[src/rtl/guard_pkg.sv]
package guard_pkg;
   typedef enum logic [3:0] {
      CMD_NOP   = 4'd0,
      CMD_DESEL = 4'd1,
      CMD_ACT   = 4'd2,
      CMD_RD    = 4'd3,
      CMD_WR    = 4'd4,
      CMD_PRE   = 4'd5,
      CMD_REF   = 4'd6,
      CMD_SRE   = 4'd7,
      CMD_SRX   = 4'd8,
      CMD_BST   = 4'd9
   } cmd_e;

   typedef enum logic [2:0] {
      V_NONE     = 3'd0,
      V_SRE_BUSY = 3'd1,
      V_EXIT_WIN = 3'd2,
      V_READ_WIN = 3'd3,
      V_RECOVERY = 3'd4,
      V_BURST    = 3'd5,
      V_UNSUPP   = 3'd6,
      V_STATE    = 3'd7
   } viol_e;
endpackage

[src/rtl/guard_window.sv]
// Loadable down-counter: busy while the count is non-zero.
module guard_window #(
   parameter int W = 8
) (
   input  logic         clk,
   input  logic         rst_n,
   input  logic         load,
   input  logic [W-1:0] load_val,
   output logic         busy
);
   generate
      if (W < 1) begin : g_bad_w
         $error("guard_window: W must be at least 1");
      end
   endgenerate

   logic [W-1:0] cnt;

   always_ff @(posedge clk or negedge rst_n) begin
      if (!rst_n)          cnt <= '0;
      else if (load)       cnt <= load_val;
      else if (cnt != '0)  cnt <= cnt - 1'b1;
   end

   assign busy = (cnt != '0);
endmodule

[src/rtl/guard_bank.sv]
// One bank: open/idle flag plus recovery window.
module guard_bank #(
   parameter int REC_W = 5
) (
   input  logic             clk,
   input  logic             rst_n,
   input  logic             open_i,
   input  logic             close_i,
   input  logic [REC_W-1:0] rec_val,
   output logic             active_o,
   output logic             rec_o
);
   always_ff @(posedge clk or negedge rst_n) begin
      if (!rst_n)        active_o <= 1'b0;
      else if (open_i)   active_o <= 1'b1;
      else if (close_i)  active_o <= 1'b0;
   end

   guard_window #(.W(REC_W)) u_rec (
      .clk      (clk),
      .rst_n    (rst_n),
      .load     (close_i),
      .load_val (rec_val),
      .busy     (rec_o)
   );


   act_rec_chk: assert property (@(posedge clk) disable iff (!rst_n)
      $rose(active_o) |-> !$past(rec_o));
endmodule

[src/rtl/guard_judge.sv]
// Picks the single violation code for the command in this cycle.
module guard_judge
   import guard_pkg::*;
(
   input  logic [3:0] cmd,
   input  logic       tgt_active,
   input  logic       tgt_rec,
   input  logic       any_busy,
   input  logic       in_sr,
   input  logic       xs_busy,
   input  logic       rd_busy,
   input  logic       burst_busy,
   output logic [2:0] code
);
   viol_e v;
   logic  is_nop, is_col, known;

   always_comb begin
      is_nop = (cmd == CMD_NOP) || (cmd == CMD_DESEL);
      is_col = (cmd == CMD_RD) || (cmd == CMD_WR);
      known  = (cmd <= CMD_BST);
      v      = V_NONE;
      if (is_nop)                                v = V_NONE;
      else if (in_sr)                            v = (cmd == CMD_SRX) ? V_NONE : V_STATE;
      else if (cmd == CMD_SRX)                   v = V_STATE;
      else if (xs_busy)                          v = V_EXIT_WIN;
      else if (cmd == CMD_BST)                   v = V_UNSUPP;
      else if (cmd == CMD_RD && rd_busy)         v = V_READ_WIN;
      else if (is_col && burst_busy)             v = V_BURST;
      else if (cmd == CMD_ACT && tgt_rec)        v = V_RECOVERY;
      else if (cmd == CMD_SRE && any_busy)       v = V_SRE_BUSY;
      else if (is_col && !tgt_active)            v = V_STATE;
      else if (cmd == CMD_ACT && tgt_active)     v = V_STATE;
      else if (cmd == CMD_REF && any_busy)       v = V_STATE;
      else if (!known)                           v = V_STATE;
      code = v;
   end
endmodule

[src/rtl/ddr2_cmd_guard.sv]
module ddr2_cmd_guard
   import guard_pkg::*;
#(
   parameter int BANKS     = 4,
   parameter int CFG_W     = 4,
   parameter int CNT_W     = 8,
   parameter int RD_EXIT   = 200,
   parameter int BURST_GAP = 2,
   localparam int BA_W     = $clog2(BANKS),
   localparam int REC_W    = CFG_W + 1,
   localparam int BG_W     = (BURST_GAP > 1) ? $clog2(BURST_GAP) : 1
) (
   input  logic             clk,
   input  logic             rst_n,
   input  logic [3:0]       cmd,
   input  logic [BA_W-1:0]  ba,
   input  logic             a10,
   input  logic [CFG_W-1:0] cfg_wr,
   input  logic [CFG_W-1:0] cfg_trp,
   input  logic [CNT_W-1:0] cfg_txsnr,
   output logic             viol,
   output logic [2:0]       viol_code,
   output logic [BANKS-1:0] rdy_act,
   output logic             rdy_rd,
   output logic             rdy_wr,
   output logic             rdy_pre,
   output logic             rdy_sre
);
   generate
      if (BANKS < 2 || (1 << BA_W) != BANKS) begin : g_bad_banks
         $error("ddr2_cmd_guard: BANKS must be a power of two, at least 2");
      end
      if (RD_EXIT < 1 || RD_EXIT > (1 << CNT_W)) begin : g_bad_rdexit
         $error("ddr2_cmd_guard: RD_EXIT must fit the CNT_W counter");
      end
      if (BURST_GAP < 1) begin : g_bad_gap
         $error("ddr2_cmd_guard: BURST_GAP must be at least 1");
      end
   endgenerate

   logic [BANKS-1:0] active, rec;
   logic             in_sr, xs_busy, rd_busy, burst_busy;
   logic [2:0]       code;
   logic             is_nop, legal, any_busy;
   logic [REC_W-1:0] dal, dal_m1, trp_m1, close_val;
   logic [CNT_W-1:0] txsnr_m1;

   assign is_nop   = (cmd == CMD_NOP) || (cmd == CMD_DESEL);
   assign legal    = !is_nop && (code == V_NONE);
   assign any_busy = (|active) || (|rec);

   // Recovery lengths, counted from the command cycle.
   assign dal       = REC_W'(cfg_wr) + REC_W'(cfg_trp);
   assign dal_m1    = (dal == '0) ? '0 : dal - 1'b1;
   assign trp_m1    = (cfg_trp == '0) ? '0 : REC_W'(cfg_trp) - 1'b1;
   assign close_val = (cmd == CMD_WR) ? dal_m1 : trp_m1;
   assign txsnr_m1  = (cfg_txsnr == '0) ? '0 : cfg_txsnr - 1'b1;

   guard_judge u_judge (
      .cmd        (cmd),
      .tgt_active (active[ba]),
      .tgt_rec    (rec[ba]),
      .any_busy   (any_busy),
      .in_sr      (in_sr),
      .xs_busy    (xs_busy),
      .rd_busy    (rd_busy),
      .burst_busy (burst_busy),
      .code       (code)
   );

   for (genvar b = 0; b < BANKS; b++) begin : g_bank
      logic hit, open_b, close_b;
      assign hit     = (ba == BA_W'(b));
      assign open_b  = legal && (cmd == CMD_ACT) && hit;
      assign close_b = legal && (
                          (((cmd == CMD_RD) || (cmd == CMD_WR)) && a10 && hit) ||
                          ((cmd == CMD_PRE) && (a10 || hit) && active[b]));
      guard_bank #(.REC_W(REC_W)) u_bank (
         .clk      (clk),
         .rst_n    (rst_n),
         .open_i   (open_b),
         .close_i  (close_b),
         .rec_val  (close_val),
         .active_o (active[b]),
         .rec_o    (rec[b])
      );
      assign rdy_act[b] = !in_sr && !xs_busy && !active[b] && !rec[b];
   end

   always_ff @(posedge clk or negedge rst_n) begin
      if (!rst_n)                          in_sr <= 1'b0;
      else if (legal && cmd == CMD_SRE)    in_sr <= 1'b1;
      else if (legal && cmd == CMD_SRX)    in_sr <= 1'b0;
   end

   guard_window #(.W(CNT_W)) u_xs (
      .clk      (clk),
      .rst_n    (rst_n),
      .load     (legal && cmd == CMD_SRX),
      .load_val (txsnr_m1),
      .busy     (xs_busy)
   );

   guard_window #(.W(CNT_W)) u_rdwin (
      .clk      (clk),
      .rst_n    (rst_n),
      .load     (legal && cmd == CMD_SRX),
      .load_val (CNT_W'(RD_EXIT - 1)),
      .busy     (rd_busy)
   );

   guard_window #(.W(BG_W)) u_burst (
      .clk      (clk),
      .rst_n    (rst_n),
      .load     (legal && (cmd == CMD_RD || cmd == CMD_WR)),
      .load_val (BG_W'(BURST_GAP - 1)),
      .busy     (burst_busy)
   );

   always_ff @(posedge clk or negedge rst_n) begin
      if (!rst_n) begin
         viol      <= 1'b0;
         viol_code <= 3'd0;
      end else begin
         viol      <= (code != V_NONE);
         viol_code <= code;
      end
   end

   assign rdy_pre = !in_sr && !xs_busy;
   assign rdy_rd  = !in_sr && !xs_busy && !rd_busy && !burst_busy;
   assign rdy_wr  = !in_sr && !xs_busy && !burst_busy;
   assign rdy_sre = !in_sr && !xs_busy && !any_busy;


   sr_idle_chk: assert property (@(posedge clk) disable iff (!rst_n)
      in_sr |-> !any_busy);

   sr_exit_chk: assert property (@(posedge clk) disable iff (!rst_n)
      $fell(in_sr) |-> ($past(cmd) == CMD_SRX));

   burst_src_chk: assert property (@(posedge clk) disable iff (!rst_n)
      $rose(burst_busy) |-> ($past(cmd) == CMD_RD || $past(cmd) == CMD_WR));

   exit_win_chk: assert property (@(posedge clk) disable iff (!rst_n)
      (xs_busy && !$past(xs_busy)) |-> ($past(cmd) == CMD_SRX));
endmodule

[config.mk]
export PLATFORM = sky130hd
export DESIGN_NAME = ddr2_cmd_guard
export DESIGN_NICKNAME = d
export VERILOG_FILES = /design/src/rtl/guard_pkg.sv /design/src/rtl/guard_window.sv /design/src/rtl/guard_bank.sv /design/src/rtl/guard_judge.sv /design/src/rtl/ddr2_cmd_guard.sv
export SDC_FILE = /design/constraint.sdc
export NUM_CORES = 1
export LEC_CHECK = 0
export ABC_CLOCK_PERIOD_IN_PS = 4200
export CORE_MARGIN = 2
export CORE_UTILIZATION = 52
export DETAILED_ROUTE_END_ITERATION = 8
export MAX_ROUTING_LAYER = met4
export PLACE_DENSITY = 0.77
export RECOVER_POWER = 100
export SLEW_MARGIN = 30
export SYNTH_ARGS = -nofsm -noshare
export SYNTH_HDL_FRONTEND = slang
export SYNTH_HIERARCHICAL = 1
export SYNTH_SLANG_ARGS = --single-unit
[constraint.sdc]
create_clock -name clk -period 4.2 [get_ports clk]
set_input_delay 1.05 -clock clk [delete_from_list [all_inputs] [get_ports clk]]
set_output_delay 1.05 -clock clk [all_outputs]
set_load 0.02 [all_outputs]
==> results.py, run 1 <==
metrics = {
    "power_and_ir_drop": {
        "p_leak_uw": 0.001708,
        "ir_drop_mv": 0.3324,
        "totalPowerFinal_uw": 2029,
        "power_density_nw_per_um2": 470.1,
    },
    "timing": {
        "finalHoldViolations": 0,
        "final.setup.tns_ps": 0,
        "slew_headroom": -0.6315,
        "post-route-period-util": 0.9646,
        "period_needed_ps": 4051,
        "rsz0062_at_grt": "no",
        "timing.final.setup_violations": 0,
        "fmax_mhz": 246.8,
        "slew_viol_final": 47,
        "worst_pin_slew_ps": 2447,
        "fin_skew_ps": 5.842,
    },
    "logic_synthesis": {
        "synth_top_area_share": 0.3192,
        "synthTopCellsByArea": "dfrtp_1 32%, ha_1 4.9%, nand2_1 4.8%",
        "ys_ff_latch": 46,
        "synth_edf_count": 0,
        "synthCells": 423,
        "synth_area_um2": 3606,
        "ys_dominant_reg_cell": "dfrtp_1",
        "syn_area_per_cell_um2": 8.525,
        "synth_top_area_cell": "dfrtp_1",
        "seq_area_frac_synth": 0.3192,
        "yosysUniqueCellTypes": 67,
        "synth_common_cells": "46 x dfrtp_1, 46 x nand2_1, 42 x inv_1, 26 x nor3_1, 25 x nor2_1",
        "ys_warn_count": 6,
        "async_flop_share": 1.000,
    },
    "global_routing": {
        "grtUsageMet1": 0.2930,
        "grt_pass1_wl_um": 13590,
        "grt_max_degree": 47,
        "grt_use_total": 0.2272,
        "met2_usage": 0.3774,
        "grt-busiest-layer": "met2",
        "grt_pass1_vias": 3064,
        "overflow": 0,
        "grt_antenna_before_repair": 0,
        "met3_usage": 0.03412,
    },
    "critical_path": {
        "worstRegToRegCells": 15,
        "cp-start-kind": "flip-flop",
        "r2r-end": "g_bank[2].u_bank/u_rec/cnt[1]",
        "critPathMaxFanout": 7,
        "critPathArrivalTime_ps": 3000,
        "r2r_slack_ps": 250,
        "cp-end-kind": "primary output",
        "r2r-start": "g_bank[2].u_bank/u_rec/cnt[0]",
        "criticalPathCategory": "reg -> out",
        "worstPathRequired_ps": 3150,
    },
    "cts": {
        "cts_hold_buf": 0,
        "root_buffer": "clkbuf_8",
        "cts.sinks": 46,
        "htreeDepth": 2,
        "clk_latency_ps": 300,
        "cts_buffers": 5,
        "cts_tree": "yes",
        "clk_pin_slew_ps": 80,
        "clockBufferDepth": 2,
    },
    "floorplanning": {
        "die_area_um2": 7617,
        "initial_core_util": 0.5337,
        "die_h_um": 87.28,
        "die_width_um": 87.28,
        "core_um2": 6756,
        "pin_count": 37,
        "rows": 30,
    },
    "detailed_routing": {
        "dr.pass1.iters": 4,
        "vias_per_cell": 5.891,
        "via_count": 3358,
        "drtIter0Drc": 169,
        "antenna_left": 0,
        "wl_um": 8224,
        "avgRoutedWirePerCell_um": 14.43,
        "drcViolationCount": 0,
    },
    "min_path": {
        "hold_depth": 1,
        "hold_path_end": "g_bank[1].u_bank/active_o",
        "hold_class": "reg -> reg",
        "worstHoldStart": "g_bank[1].u_bank/active_o",
    },
    "place": {
        "hpwlAfterDp_um": 6285,
        "gp_congestion": 0.8706,
        "port_buffers": 36,
        "placed_area_um2": 4258,
    },
    "final_layout": {
        "area_delta_synth_final_pct": 19.71,
        "fin_nets": 529,
        "fillers": 585,
        "antenna_cells": 0,
        "final_layout_size_suffix_gt1_frac": 0.1286,
        "final_area_um2": 4317,
    },
    "flow_run": {
        "maxCapViolCount": 1,
    },
    "status": {
        "failed_checks": "max-capacitance violations, max-slew violations",
        "status": "finished with violations",
    },
}
==> logic make-up after synthesis <==
logic type	after synthesis	share of synthesized area
buffers and inverters	56	0.06107
AND/OR/NAND/NOR	168	0.2731
XOR/XNOR	18	0.04372
adder cells (fa/ha/maj)	15	0.05413
multiplexers	13	0.04511
flip-flops	46	0.3192
AO/OA/AOI/OAI	105	0.2016
other	2	0.002083
==> where the power goes <==
| part | switching (µW) | leakage (µW) | internal [µW] | total, µW |
|---|---|---|---|---|
| sequential | 200 | 0.000554 | 620 | 820 |
| combinational | 430 | 0.00110 | 467 | 897 |
| clock | 147 | 0.0000575 | 166 | 313 |
==> timing repair <==
| action | 4_1_cts | 5_1_grt |
|---|---|---|
| endpoints found under the setup margin | 2 | 18 |
| setup buffers | 0 | 0 |
| endpoints found under the hold margin | 0 | 0 |
| pin swaps | 0 | 0 |
| resized for setup | 2 | 7 |
==> state kept, by name, indices dropped and copies added, names as in the netlist <==
| register | flops |
|---|---|
| in_sr | 1 |
| g_bank.u_bank/u_rec/cnt | 20 |
| viol_code | 3 |
| u_xs/cnt | 8 |
| u_burst/busy | 1 |
| g_bank.u_bank/active_o | 4 |
| u_rdwin/cnt | 8 |
| viol | 1 |
==> worst max-delay path, stage by stage, from the launching register on <==
cell             delay (ps)
dfrtp_1                 450
inv_1                   130
ha_1                    190
or3b_2                  500
nor2_2                  200
inv_1                   110
or2_2                   380
nor2_1                  120
clkdlybuf4s50_1         620
==> through the flow <==
step,cells,util,hold slack (ps),setup WS [ps]
after floorplan,430,-,507.3,66.31
after global placement,562,0.6298,551.3,-171.2
after detailed placement,562,0.6302,556.9,-209.1
after CTS,570,0.6467,577.8,65.85
after global routing,570,0.6389,587.1,2.547
final,570,0.6389,578.2,148.7
==> layout by cell type, fill, tap and decap left out, drive strengths merged, types with 3 or more instances in the layout <==
cell	synthesis	final
or4	6	6
nor4b	6	6
inv	42	42
nand4	3	3
clkdlybuf4s50	0	23
conb	2	9
a221oi	3	3
mux2	6	6
ha	14	14
a211oi	3	3
buf	7	26
o211ai	6	6
o21ai	22	22
nor3	27	27
nand3	11	11
clkbuf	7	18
nor2	25	25
dfrtp	46	46
dlygate4sd3	0	5
a21o	9	9
or3	5	5
a21boi	4	4
or3b	5	5
o31ai	23	23
nand2b	6	6
nand3b	3	3
a21oi	13	13
nor4	4	4
a31oi	6	6
xnor2	17	17
nor2b	5	5
mux2i	5	5
nor3b	9	9
nand2	46	46
==> area by class of cell <==
class / count / area, µm² / area share
Clock buffer: 8 / 110.1 / 0.02551
Inverter: 42 / 157.7 / 0.03652
Sequential cell: 46 / 1151 / 0.2667
Timing Repair Buffer: 66 / 546.8 / 0.1267
Tap cell: 80 / 100.1 / 0.02319
Multi-Input combinational cell: 328 / 2251 / 0.5214
==> routing by layer <==
metal,share of wire,up-vias
met5,0,-
met4,0.011,0
met3,0.045,10
met2,0.50,87
met1,0.45,1598
li1,-,1663
==> worst max-delay path by stage <==
stage | start | endpoint | slack [ps]
global route | u_xs/cnt[0] | rdy_wr | 3
detailed placement | ba[1] | g_bank[0].u_bank/u_rec/cnt[1] | -210
CTS | u_xs/cnt[0] | rdy_act[1] | 70
finish | u_xs/cnt[0] | rdy_wr | 150
global placement | ba[1] | g_bank[0].u_bank/u_rec/cnt[1] | -170
floorplan | ba[1] | u_rdwin/cnt[0] | 70
No activity file was read; power rests on OpenSTA's default activity.
==> run 2, diff against run 1 <==
--- a/config.mk
+++ b/config.mk
@@ -6,6 +6,7 @@
 export NUM_CORES = 1
 export LEC_CHECK = 0
 export ABC_CLOCK_PERIOD_IN_PS = 4200
+export CAP_MARGIN = 20
 export CORE_MARGIN = 2
 export CORE_UTILIZATION = 52
 export DETAILED_ROUTE_END_ITERATION = 8
@@ -17,3 +18,4 @@
 export SYNTH_HDL_FRONTEND = slang
 export SYNTH_HIERARCHICAL = 1
 export SYNTH_SLANG_ARGS = --single-unit
+export TNS_END_PERCENT = 50
==> results of run 2 <==
No change in the layout: final DEF, timing and power equal those of run 1.
==> run 3, diff against run 2 <==
--- a/config.mk
+++ b/config.mk
@@ -5,7 +5,6 @@
 export SDC_FILE = /design/constraint.sdc
 export NUM_CORES = 1
 export LEC_CHECK = 0
-export ABC_CLOCK_PERIOD_IN_PS = 4200
 export CAP_MARGIN = 20
 export CORE_MARGIN = 2
 export CORE_UTILIZATION = 52
==> results of run 3 <==
No change in the layout: final DEF, timing and power equal those of run 1.
